$ cat src/rtl/pcie_irq_pkg.sv
package pcie_irq_pkg;
  // register byte offsets (software decodes these)
  localparam logic [11:0] OFS_MASK    = 12'h180;
  localparam logic [11:0] OFS_LSTAT   = 12'h184;
  localparam logic [11:0] OFS_MSIADDR = 12'h190;
  localparam logic [11:0] OFS_MSISTAT = 12'h194;

  // local status / mask bit map
  localparam int NUM_INTX = 4;
  localparam int LCL_LSB  = 24;            // first legacy pin bit
  localparam int LCL_W    = NUM_INTX + 1;  // legacy pins plus MSI summary
endpackage

$ cat src/rtl/pcie_irq_lcl_status.sv
// Local status word: legacy level bits plus the MSI summary bit.
module pcie_irq_lcl_status
  import pcie_irq_pkg::*;
(
  input  logic                clk,
  input  logic                rst_n,
  input  logic [NUM_INTX-1:0] intx_lvl,
  input  logic                msi_any,
  input  logic                clr_en,
  input  logic [LCL_W-1:0]    clr_bits,
  output logic [LCL_W-1:0]    sts_q
);
  logic [LCL_W-1:0] set_vec;
  logic [LCL_W-1:0] clr_vec;
  logic [LCL_W-1:0] sts_d;
  logic             sts_en;

  assign set_vec = {msi_any, intx_lvl};
  assign clr_vec = clr_en ? clr_bits : '0;

  // set has priority over a same-cycle clear
  always_comb begin
    sts_d  = (sts_q & ~clr_vec) | set_vec;
    sts_en = clr_en | (|(set_vec & ~sts_q));
  end

  always_ff @(posedge clk or negedge rst_n) begin
    if (!rst_n) begin
      sts_q <= '0;
    end else if (sts_en) begin
      sts_q <= sts_d;
    end
  end
endmodule

$ cat src/rtl/pcie_irq_msi_status.sv
// Edge-captured MSI vector status, one sticky bit per vector.
module pcie_irq_msi_status #(
  parameter int NUM_VEC = 32,
  localparam int VEC_W  = $clog2(NUM_VEC)
) (
  input  logic               clk,
  input  logic               rst_n,
  input  logic               ev_valid,
  input  logic [VEC_W-1:0]   ev_vec,
  input  logic               clr_en,
  input  logic [NUM_VEC-1:0] clr_bits,
  output logic [NUM_VEC-1:0] sts_q,
  output logic               any_o
);
  logic [NUM_VEC-1:0] hit;
  logic [NUM_VEC-1:0] sts_d;
  logic [NUM_VEC-1:0] sts_en;

  for (genvar v = 0; v < NUM_VEC; v++) begin : g_vec
    assign hit[v] = ev_valid && (ev_vec == VEC_W'(v));

    always_comb begin
      sts_en[v] = hit[v] | (clr_en & clr_bits[v]);
      sts_d[v]  = hit[v];   // a strobe wins over a same-cycle clear
    end

    always_ff @(posedge clk or negedge rst_n) begin
      if (!rst_n) begin
        sts_q[v] <= 1'b0;
      end else if (sts_en[v]) begin
        sts_q[v] <= sts_d[v];
      end
    end
  end

  assign any_o = |sts_q;
endmodule

$ cat src/rtl/pcie_irq_regif.sv
// Register decode: write strobes out, read mux in.
module pcie_irq_regif
  import pcie_irq_pkg::*;
#(
  parameter int                ADDR_W   = 12,
  parameter int                DATA_W   = 32,
  parameter int                NUM_VEC  = 32,
  parameter logic [DATA_W-1:0] MSI_ADDR = '0
) (
  input  logic               reg_we,
  input  logic [ADDR_W-1:0]  reg_addr,
  input  logic [DATA_W-1:0]  reg_wdata,
  input  logic [LCL_W-1:0]   mask_q,
  input  logic [LCL_W-1:0]   lsts_q,
  input  logic [NUM_VEC-1:0] msi_sts_q,
  output logic               mask_we,
  output logic               lsts_clr,
  output logic               msi_clr,
  output logic [LCL_W-1:0]   lcl_wbits,
  output logic [NUM_VEC-1:0] msi_wbits,
  output logic [DATA_W-1:0]  reg_rdata
);
  localparam logic [ADDR_W-1:0] A_MASK    = ADDR_W'(OFS_MASK);
  localparam logic [ADDR_W-1:0] A_LSTAT   = ADDR_W'(OFS_LSTAT);
  localparam logic [ADDR_W-1:0] A_MSIADDR = ADDR_W'(OFS_MSIADDR);
  localparam logic [ADDR_W-1:0] A_MSISTAT = ADDR_W'(OFS_MSISTAT);

  assign mask_we   = reg_we && (reg_addr == A_MASK);
  assign lsts_clr  = reg_we && (reg_addr == A_LSTAT);
  assign msi_clr   = reg_we && (reg_addr == A_MSISTAT);
  assign lcl_wbits = reg_wdata[LCL_LSB +: LCL_W];
  assign msi_wbits = reg_wdata[NUM_VEC-1:0];

  always_comb begin
    reg_rdata = '0;
    unique case (reg_addr)
      A_MASK:    reg_rdata[LCL_LSB +: LCL_W] = mask_q;
      A_LSTAT:   reg_rdata[LCL_LSB +: LCL_W] = lsts_q;
      A_MSIADDR: reg_rdata = MSI_ADDR;
      A_MSISTAT: reg_rdata[NUM_VEC-1:0] = msi_sts_q;
      default:   reg_rdata = '0;
    endcase
  end
endmodule

$ cat src/rtl/pcie_irq_agg.sv
// Top: mask register, status blocks and combined request.
module pcie_irq_agg
  import pcie_irq_pkg::*;
#(
  parameter int                ADDR_W   = 12,
  parameter int                DATA_W   = 32,
  parameter int                NUM_VEC  = 32,
  parameter logic [DATA_W-1:0] MSI_ADDR = 32'hFEE0_1000,
  localparam int               VEC_W    = $clog2(NUM_VEC)
) (
  input  logic                clk,
  input  logic                rst_n,
  input  logic                reg_we,
  input  logic [ADDR_W-1:0]   reg_addr,
  input  logic [DATA_W-1:0]   reg_wdata,
  output logic [DATA_W-1:0]   reg_rdata,
  input  logic [NUM_INTX-1:0] intx_lvl,
  input  logic                msi_valid,
  input  logic [VEC_W-1:0]    msi_data,
  output logic                irq_o
);
  logic [LCL_W-1:0]   mask_q;
  logic [LCL_W-1:0]   mask_d;
  logic               mask_we;
  logic [LCL_W-1:0]   lsts_q;
  logic               lsts_clr;
  logic [LCL_W-1:0]   lcl_wbits;
  logic [NUM_VEC-1:0] msi_sts_q;
  logic               msi_clr;
  logic [NUM_VEC-1:0] msi_wbits;
  logic               msi_any;

  pcie_irq_regif #(
    .ADDR_W(ADDR_W), .DATA_W(DATA_W), .NUM_VEC(NUM_VEC), .MSI_ADDR(MSI_ADDR)
  ) u_regif (
    .reg_we    (reg_we),
    .reg_addr  (reg_addr),
    .reg_wdata (reg_wdata),
    .mask_q    (mask_q),
    .lsts_q    (lsts_q),
    .msi_sts_q (msi_sts_q),
    .mask_we   (mask_we),
    .lsts_clr  (lsts_clr),
    .msi_clr   (msi_clr),
    .lcl_wbits (lcl_wbits),
    .msi_wbits (msi_wbits),
    .reg_rdata (reg_rdata)
  );

  pcie_irq_msi_status #(.NUM_VEC(NUM_VEC)) u_msi (
    .clk      (clk),
    .rst_n    (rst_n),
    .ev_valid (msi_valid),
    .ev_vec   (msi_data),
    .clr_en   (msi_clr),
    .clr_bits (msi_wbits),
    .sts_q    (msi_sts_q),
    .any_o    (msi_any)
  );

  pcie_irq_lcl_status u_lcl (
    .clk      (clk),
    .rst_n    (rst_n),
    .intx_lvl (intx_lvl),
    .msi_any  (msi_any),
    .clr_en   (lsts_clr),
    .clr_bits (lcl_wbits),
    .sts_q    (lsts_q)
  );

  // mask register
  always_comb begin
    mask_d = lcl_wbits;
  end

  always_ff @(posedge clk or negedge rst_n) begin
    if (!rst_n) begin
      mask_q <= '0;
    end else if (mask_we) begin
      mask_q <= mask_d;
    end
  end

  assign irq_o = |(lsts_q & mask_q);
endmodule

$ cat config.mk
export PLATFORM = sky130hd
export DESIGN_NAME = pcie_irq_agg
export DESIGN_NICKNAME = d
export VERILOG_FILES = /design/src/rtl/pcie_irq_pkg.sv /design/src/rtl/pcie_irq_lcl_status.sv /design/src/rtl/pcie_irq_msi_status.sv /design/src/rtl/pcie_irq_regif.sv /design/src/rtl/pcie_irq_agg.sv
export SDC_FILE = /design/constraint.sdc
export NUM_CORES = 1
export LEC_CHECK = 0
export BUFFER_PORTS_ARGS = -buffer_cell sky130_fd_sc_hd__buf_2
export CAP_MARGIN = 20
export CORE_ASPECT_RATIO = 1.1
export CORE_MARGIN = 2
export CORE_UTILIZATION = 54
export DETAILED_ROUTE_END_ITERATION = 12
export PLACE_DENSITY = 0.88
export SLEW_MARGIN = 40
export SYNTH_ARGS = -nofsm -noshare
export SYNTH_HDL_FRONTEND = slang
export SYNTH_SLANG_ARGS = --single-unit
$ cat constraint.sdc
create_clock -name clk -period 4.1 [get_ports clk]
set_clock_uncertainty 0.05 [all_clocks]
set_input_delay 0.82 -clock clk [delete_from_list [all_inputs] [get_ports clk]]
set_output_delay 0.82 -clock clk [all_outputs]
set_load 0.02 [all_outputs]
==> results of run 1 <==
-- sequential cells by signal (all words and copies together), names as in the netlist --
register,flops
u_msi.sts_q,32
u_lcl.sts_q,5
mask_q,5
-- through the flow --
stage / util (%) / cells / setup slack, ns
final: 69.4 / 385 / 0.973
after global routing: 69.4 / 385 / 0.884
after global placement: 66.9 / 377 / 1.02
after floorplan: - / 246 / 1.21
after CTS: 69.4 / 385 / 0.969
after detailed placement: 66.9 / 377 / 0.978
-- area by class of cell --
class	count	area, sq um	share of cell area, %
clock inverters	3	40.0	1.32
repair buffers	90	455	15.0
flip-flops and latches	42	1050	34.6
inverters	32	120	3.95
clock buffers	5	68.8	2.26
well taps	54	67.6	2.22
multi-input cells	159	1240	40.7
-- power by group --
group          switching (uW)  internal, uW
clock network             146           179
logic                    52.5          41.4
registers                2.50           416
total                     201           637
-- per-layer routing --
metal	GRT usage, %	up-vias	part of all wire, %	wire [um]
met2	44.8	110	49	3210
met3	5.61	13	7.8	516
met1	36.5	1116	42	2740
met5	0	-	0	0
met4	10.7	0	1.9	128
li1	-	1093	-	-
-- logic make-up after synthesis --
kind of cell / after synthesis / synth area share [%]
compound gates: 86 / 24.1
buf+inv: 45 / 8.42
flops: 42 / 42.1
mux: 10 / 4.26
simple gates: 63 / 21.1
-- final timing paths --
path / start / endpoint / depth (start not counted)
min in group clk: u_msi.sts_q[29] / u_msi.sts_q[29] / 1
hold reg to reg: u_msi.sts_q[29] / u_msi.sts_q[29] / 1
hold / removal: rst_n / u_msi.sts_q[20] / 1
setup / recovery: reg_addr[11] / reg_rdata[8] / 6
setup reg to reg: u_msi.sts_q[27] / u_lcl.sts_q[4] / 3
max in group asynchronous: rst_n / u_lcl.sts_q[0] / 1
-- layout by cell type (no fill, tap or decap), types with 4 or more instances in the layout --
cell type / netlist / final
dfrtp_1: 42 / 42
a211oi_1: 7 / 7
nor4_1: 8 / 8
inv_1: 32 / 32
o22a_1: 4 / 4
o21ai_0: 4 / 4
buf_2: 2 / 88
nand2b_1: 6 / 6
and2_1: 20 / 20
nand4_1: 6 / 6
mux2i_1: 5 / 5
a21o_1: 31 / 31
clkbuf_8: 0 / 5
o22ai_1: 35 / 35
-- worst max-delay path: stages --
cell	delay, ns
buf_2	0.12
nor4b_4	0.25
buf_4	0.22
and4_2	0.49
and2_1	0.20
buf_2	0.16
==> metrics.yaml, run 1 <==
outcome:
  status: "finished clean"
power:
  power.total_uw: 838
  power_density_mw_per_mm2: 276
  ir_worst_vdd_v: 0.000287
  leakage_uw: 0.00153
layout:
  nets: 387
  areaGrowthSynthToFinish_pct: 21.7
  nFillCells: 346
  drive_gt1_share_pct: 33.2
  fin_area_sq_mm: 0.00304
  diodes: 0
placement:
  gp_congestion: 0.834
  place_area_sq_mm: 0.00293
  portBuffers: 89
  hpwlAfterDp_um: 4850
clock_tree:
  path_clk_slew_ns: 0.08
  cts_resized: 0
  cts_sinks: 42
  root_buffer: "clkbuf_8"
  hold_buffers: 0
  cts_tree: "done"
  cts_max_path_buffers: 2
  htreeDepth: 2
  cts_buffers: 5
  clkLatencyLatePin_ns: 0.30
  post-cts-setup-buffers: 0
yosys:
  avgSynthCellArea_sq_um: 10.2
  synth_edf_count: 0
  netlist_instances: 246
  synth.distinct_cells: 36
  syn_nets: 303
  ys_top_cells_by_count: "42 x dfrtp_1, 35 x o22ai_1, 32 x inv_1"
  yosysWarnings: 0
  synth.top_cell.area_share_pct: 42.1
  synth-main-ff-cell: "dfrtp_1"
  synth_top_area_cell: "dfrtp_1"
  synth_seq_area_share_pct: 42.1
  synth_area_leaders: "dfrtp_1 42%, a21o_1 9.3%, o22ai_1 8.8%, and2_1 5.0%, inv_1 4.8%"
  synthArstFlopShare_pct: 100
  yosys.cell_count.top_type: "dfrtp_1"
  ys_seq_elements: 42
  synth.cell_area_sq_mm: 0.00250
sta:
  final-setup-viol-count: 0
  hold_viol: 0
  fin_crit_ns: 3.13
  rsz0062_at_grt: "no"
  post-route-period-util_pct: 76.3
  setup_tns_ns: 0
  clock.fmax_ghz: 0.320
  drv_slew: 0
  maxSlewHeadroom_pct: 64.6
  worst_slew_pin_slew_ns: 0.531
  timing.hold.ws_ns: 0.447
floorplanning:
  initial_core_util_pct: 57.0
  ios: 90
  num_rows: 25
  die_w_um: 68.8
  dieArea_sq_mm: 0.00519
  core_sq_mm: 0.00438
  die_y_um: 75.3
detailed_routing:
  drt_iter0_markers: 156
  routed_wl_um: 6600
  num_vias: 2332
  drt_first_pass_iters: 5
  wl_per_cell_um: 17.1
  vias_per_cell: 6.06
  ant_nets: 0
  drc: 0
min_path:
  hp-class: "in2async"
grt:
  grt_pass1_wl_um: 10400
  grt_pass1_vias: 2207
  grt_start_max_net_pins: 43
  grt_usage_pct: 27.5
  antenna_found_initial: 0
  grt_overflow: 0
setup_path:
  r2r_slack_ns: 2.67
  crit_type: "in2out"
  cp-start-kind: "input port"
  required_ns: 3.23
  cp.arrival_ns: 2.26
  cp-end-kind: "output port"
  cp_max_fo: 21
job:
  maxCapViolations: 0
No activity file was read; power rests on OpenSTA's default activity.
==> inputs of run 2 (changes only) <==
--- a/config.mk
+++ b/config.mk
@@ -9,9 +9,9 @@
 export CAP_MARGIN = 20
 export CORE_ASPECT_RATIO = 1.1
 export CORE_MARGIN = 2
-export CORE_UTILIZATION = 54
+export CORE_UTILIZATION = 50
 export DETAILED_ROUTE_END_ITERATION = 12
-export PLACE_DENSITY = 0.88
+export PLACE_DENSITY = 0.82
 export SLEW_MARGIN = 40
 export SYNTH_ARGS = -nofsm -noshare
 export SYNTH_HDL_FRONTEND = slang
==> constraint.sdc (replaced) <==
create_clock -name clk -period 3.2 [get_ports clk]
set_clock_uncertainty 0.05 [all_clocks]
set_input_delay 0.64 -clock clk [delete_from_list [all_inputs] [get_ports clk]]
set_output_delay 0.64 -clock clk [all_outputs]
set_load 0.02 [all_outputs]
==> run 2 against run 1 <==
Flip-flop and latch count unchanged; first-iteration DRC count fell by 26%; routed wire length down 3.9%; highest routed layer unchanged; design area is 0.91% lower; total power rose by 17%; critical endpoint is now reg_rdata[17]; global-route usage down 3.6 points; core utilization is 5.6 points lower; setup slack worse by 0.46 ns; die area up 7.5%; sequential share of layout area rose by 0.32 points.
==> metrics.yaml, run 2 (synthesized netlist as in run 1, its figures left out) <==
outcome:
  status: "finished clean"
job:
  maxCapViolations: 0
sta:
  clock.fmax_ghz: 0.372
  worst_slew_pin_slew_ns: 0.524
  fin_crit_ns: 2.69
  setup_slack_ns: 0.510
  hold_viol: 0
  post-route-period-util_pct: 84.1
  timing.hold.ws_ns: 0.264
  maxSlewHeadroom_pct: 65.1
  final-setup-viol-count: 0
  setup_tns_ns: 0
  rsz0062_at_grt: "no"
  drv_slew: 0
power:
  switching_power_uw: 245
  leakage_uw: 0.00151
  ir_worst_vdd_v: 0.000244
  combPwrFrac_pct: 12.1
  pwr-share-seq_pct: 54.9
  intPower_uw: 733
  pwr-share-clk_pct: 33.0
  power_density_mw_per_mm2: 325
  switching_share_pct: 25.0
setup_path:
  required_ns: 2.51
  crit_type: "in2out"
  r2r-end: "u_lcl.sts_q[4]"
  cp_slowest_stage_delay_ns: 0.50
  reg2reg_from: "u_msi.sts_q[27]"
  r2r_slack_ns: 1.80
  cp-end-kind: "output port"
  cp.arrival_ns: 2.00
  cp_common_cell: "buf_2"
  crit_chain: "buf_2, and4bb_1, and4_2, and2_1, buf_2"
  cpMaxStageDelayCell: "and4_2"
  cp-start-kind: "input port"
  reg2reg_depth: 3
  cp_max_fo: 21
grt:
  grt_pass1_vias: 2182
  grt_pass1_wl_um: 10500
  grt_usage_pct: 23.9
  antenna_found_initial: 0
  grt_overflow: 0
  grt_start_max_net_pins: 43
clock_tree:
  post-cts-setup-buffers: 0
  htreeDepth: 2
  cts_max_path_buffers: 2
  cts_sinks: 42
  clkLatencyLatePin_ns: 0.29
  cts_resized: 0
  cts_buffers: 5
  hold_buffers: 0
  path_clk_slew_ns: 0.07
  cts_tree: "done"
  root_buffer: "clkbuf_8"
layout:
  diodes: 0
  top_regs: "u_msi.sts_q x32, mask_q x5, u_lcl.sts_q x5"
  largest_reg_flops: 32
  areaGrowthSynthToFinish_pct: 20.6
  drive_gt1_share_pct: 33.0
  multi_input_area_sq_mm: 0.00124
  largest-register: "u_msi.sts_q"
  final_common_cell: "buf_2"
  nFillCells: 383
  layout_common_cells: "88 x buf_2, 42 x dfrtp_1, 35 x o22ai_1, 32 x inv_1, 31 x a21o_1"
  nets: 387
  seq_area_sq_mm: 0.00105
floorplanning:
  dieArea_sq_mm: 0.00558
  initial_core_util_pct: 52.9
  die_y_um: 78.1
  die_w_um: 71.4
  ios: 90
  num_rows: 26
  core_sq_mm: 0.00472
detailed_routing:
  routed_wl_um: 6340
  drc: 0
  wl_per_cell_um: 16.4
  drt_first_pass_iters: 4
  vias_per_cell: 5.88
  num_vias: 2271
  drt_iter0_markers: 115
  ant_nets: 0
min_path:
  hp-class: "in2async"
placement:
  gp_congestion: 0.828
  hpwlAfterDp_um: 4680
  dp_worst_setup_slack_ns: 0.536
  portBuffers: 89
[run 2: cell count changes in the layout (fill, tap and decap cells not counted), sizes merged]
cell and change:
bufinv -1
[run 2: worst max path at each step]
stage                 start            end  slack, ns  cells after the start
2_1_floorplan  reg_addr[11]  reg_rdata[12]       0.67                      3
3_3_place_gp    reg_addr[9]  reg_rdata[24]       0.56                      5
3_5_place_dp    reg_addr[3]   reg_rdata[6]       0.54                      5
4_1_cts         reg_addr[9]  reg_rdata[24]       0.53                      5
5_1_grt         reg_addr[3]  reg_rdata[17]       0.40                      5
6_report        reg_addr[9]  reg_rdata[17]       0.51                      5
[run 2: stage by stage]
stage                     area, sq um  util (%)  total power (uW)  instances
final                            3010      63.8               978        386
after floorplan                  2500         -               598        246
after global routing             3010      63.8              1020        386
after global placement           2930      62.1               663        379
after CTS                        3010      63.8               985        386
after detailed placement         2930      62.2               666        379
[run 2: per-layer routing]
metal / up-vias / track usage [%] / share of wire [%]
met5: - / 0 / 0
met4: 0 / 9.62 / 2.0
met3: 10 / 3.72 / 6.7
met2: 89 / 38.2 / 49
met1: 1092 / 32.4 / 42
li1: 1080 / - / -
[run 2: area by class of cell]
cell class | count | share of cell area [%]
multi-input cells | 159 | 41.0
flip-flops and latches | 42 | 34.9
repair buffers | 90 | 15.1
inverters | 32 | 3.99
well taps | 56 | 2.33
clock buffers | 5 | 2.29
clock inverters | 2 | 0.332
[run 2: worst max-delay path, delay by kind of cell]
family / cells / cell delay [ns]
buffers and inverters: 2 / 0.28
AND/OR/NAND/NOR: 3 / 1.07
[run 2: power by group through the flow]
stage / clock, uW / sequential (uW) / combinational, uW
final: 322 / 537 / 118
after global routing: 350 / 537 / 131
after CTS: 329 / 537 / 119
after detailed placement: 0 / 547 / 119
after global placement: 0 / 547 / 116
after floorplan: 0 / 546 / 52.0
==> inputs of run 3 (changes only) <==
==> constraint.sdc (replaced) <==
create_clock -name clk -period 2.76 [get_ports clk]
set_clock_uncertainty 0.05 [all_clocks]
set_input_delay 0.552 -clock clk [delete_from_list [all_inputs] [get_ports clk]]
set_output_delay 0.552 -clock clk [all_outputs]
set_load 0.02 [all_outputs]
==> run 3 against run 2 <==
Sequential share of layout area decreased by 0.23 points; total power is 20% higher; routed wire length increased by 3.9%; setup slack worse by 0.26 ns; die area did not move; count of clock-buffer cells in the layout is 2 higher; combinational power increased by 19%; first-iteration DRC count up 45%; flip-flop and latch count unchanged; design area increased by 0.66%; final cell count grew 0.52%; critical endpoint is now reg_rdata[24].
==> metrics.yaml, run 3 (synthesized netlist as in run 1, its figures left out) <==
outcome:
  status: "finished clean"
clock_tree:
  clkLatencyLatePin_ns: 0.29
  post-cts-setup-buffers: 0
  cts_max_path_buffers: 2
  root_buffer: "clkbuf_8"
  htreeDepth: 2
  cts_sinks: 42
  path_clk_slew_ns: 0.07
  hold_buffers: 0
  cts_resized: 0
  cts_tree: "done"
  cts_buffers: 5
layout:
  drive_gt1_share_pct: 33.1
  diodes: 0
  largest-register: "u_msi.sts_q"
  nets: 388
  final_common_cell: "buf_2"
  largest_reg_flops: 32
  layout_common_cells: "88 x buf_2, 42 x dfrtp_1, 35 x o22ai_1, 32 x inv_1, 31 x a21o_1"
  areaGrowthSynthToFinish_pct: 21.4
  top_regs: "u_msi.sts_q x32, mask_q x5, u_lcl.sts_q x5"
sta:
  fin_crit_ns: 2.51
  setup_slack_ns: 0.249
  rsz0062_at_grt: "no"
  post-route-period-util_pct: 91.0
  worst_slew_pin_slew_ns: 0.539
  clock.fmax_ghz: 0.398
  setup_tns_ns: 0
  maxSlewHeadroom_pct: 64.0
  drv_slew: 0
  final-setup-viol-count: 0
  hold_viol: 0
grt:
  grt_pass1_vias: 2186
  grt_overflow: 0
  antenna_found_initial: 0
  grt_usage_pct: 24.6
  grt_pass1_wl_um: 10800
  grt_start_max_net_pins: 43
setup_path:
  required_ns: 2.16
  crit_type: "in2out"
  cp.arrival_ns: 1.91
  worstSetupStartpoint: "reg_addr[9]"
  crit_chain: "buf_2, and4bb_1, and4_2, o2bb2ai_1, buf_2"
  cp_slowest_stage_delay_ns: 0.49
  cp_common_cell: "buf_2"
  cpMaxStageDelayCell: "and4_2"
  cp-start-kind: "input port"
  cp_max_fo: 21
  reg2reg_from: "u_msi.sts_q[24]"
  cp-end-kind: "output port"
floorplanning:
  num_rows: 26
  die_w_um: 71.4
  core_sq_mm: 0.00472
  ios: 90
  initial_core_util_pct: 52.9
  dieArea_sq_mm: 0.00558
  die_y_um: 78.1
detailed_routing:
  drt_iter0_markers: 167
  num_vias: 2298
  drc: 0
  vias_per_cell: 5.92
  drt_first_pass_iters: 4
  wl_per_cell_um: 17.0
  routed_wl_um: 6590
  ant_nets: 0
placement:
  portBuffers: 89
  dp_worst_setup_slack_ns: 0.265
  gp_congestion: 0.855
  hpwlAfterDp_um: 4850
power:
  power_density_mw_per_mm2: 386
  ir_worst_vdd_v: 0.000261
  leakage_uw: 0.00152
  power.total_uw: 1170
job:
  maxCapViolations: 0
min_path:
  hp-class: "in2async"
==> run 3: critical path, delay by kind of cell <==
kind,cells,cell delay [ns]
AND/OR/NAND/NOR,2,0.85
buffers and inverters,2,0.31
AO/OA/AOI/OAI,1,0.18
==> run 3: power by group <==
group / leakage, uW / internal [uW] / switching, uW / total (uW)
registers: 0.000396 / 618 / 4.00 / 622
clock network: 0.0000482 / 202 / 205 / 407
logic: 0.00108 / 62.5 / 77.5 / 140
==> run 3: layout make-up <==
cell class                 count  area (sq um)
clock buffer                   7          86.3
timing repair buffer          91           463
fill                         407          1690
clock inverter                 1          5.00
multi-input combinational    159          1240
inverter                      32           120
tap                           56          70.1
sequential                    42          1050
==> run 3: final timing paths <==
check / endpoint / slack (ns) / cells past startpoint
setup reg to reg: u_lcl.sts_q[4] / 1.38 / 3
hold reg to reg: u_msi.sts_q[22] / 0.47 / 1
setup / recovery: reg_rdata[24] / 0.25 / 5
hold / removal: u_msi.sts_q[15] / 0.19 / 1
max in group asynchronous: u_msi.sts_q[24] / 2.10 / 1
min in group clk: u_lcl.sts_q[3] / 0.44 / 2
==> run 3: through the flow <==
step                std cells  area [sq um]  hold slack [ns]  util (%)
global placement          380          2940            0.435      62.3
detailed placement        380          2940            0.449      62.3
floorplan                 246          2500            0.206         -
global route              388          3030            0.226      64.3
finish                    388          3030            0.186      64.3
CTS                       388          3030            0.200      64.3
==> run 3: layer usage <==
metal | global-route usage [%] | share of wire (%) | wire, um | vias up
met5 | 0 | 0 | 0 | -
li1 | - | - | - | 1091
met4 | 8.68 | 2.2 | 146 | 0
met2 | 42.0 | 50 | 3290 | 90
met1 | 31.5 | 42 | 2750 | 1105
met3 | 3.72 | 6.2 | 409 | 12
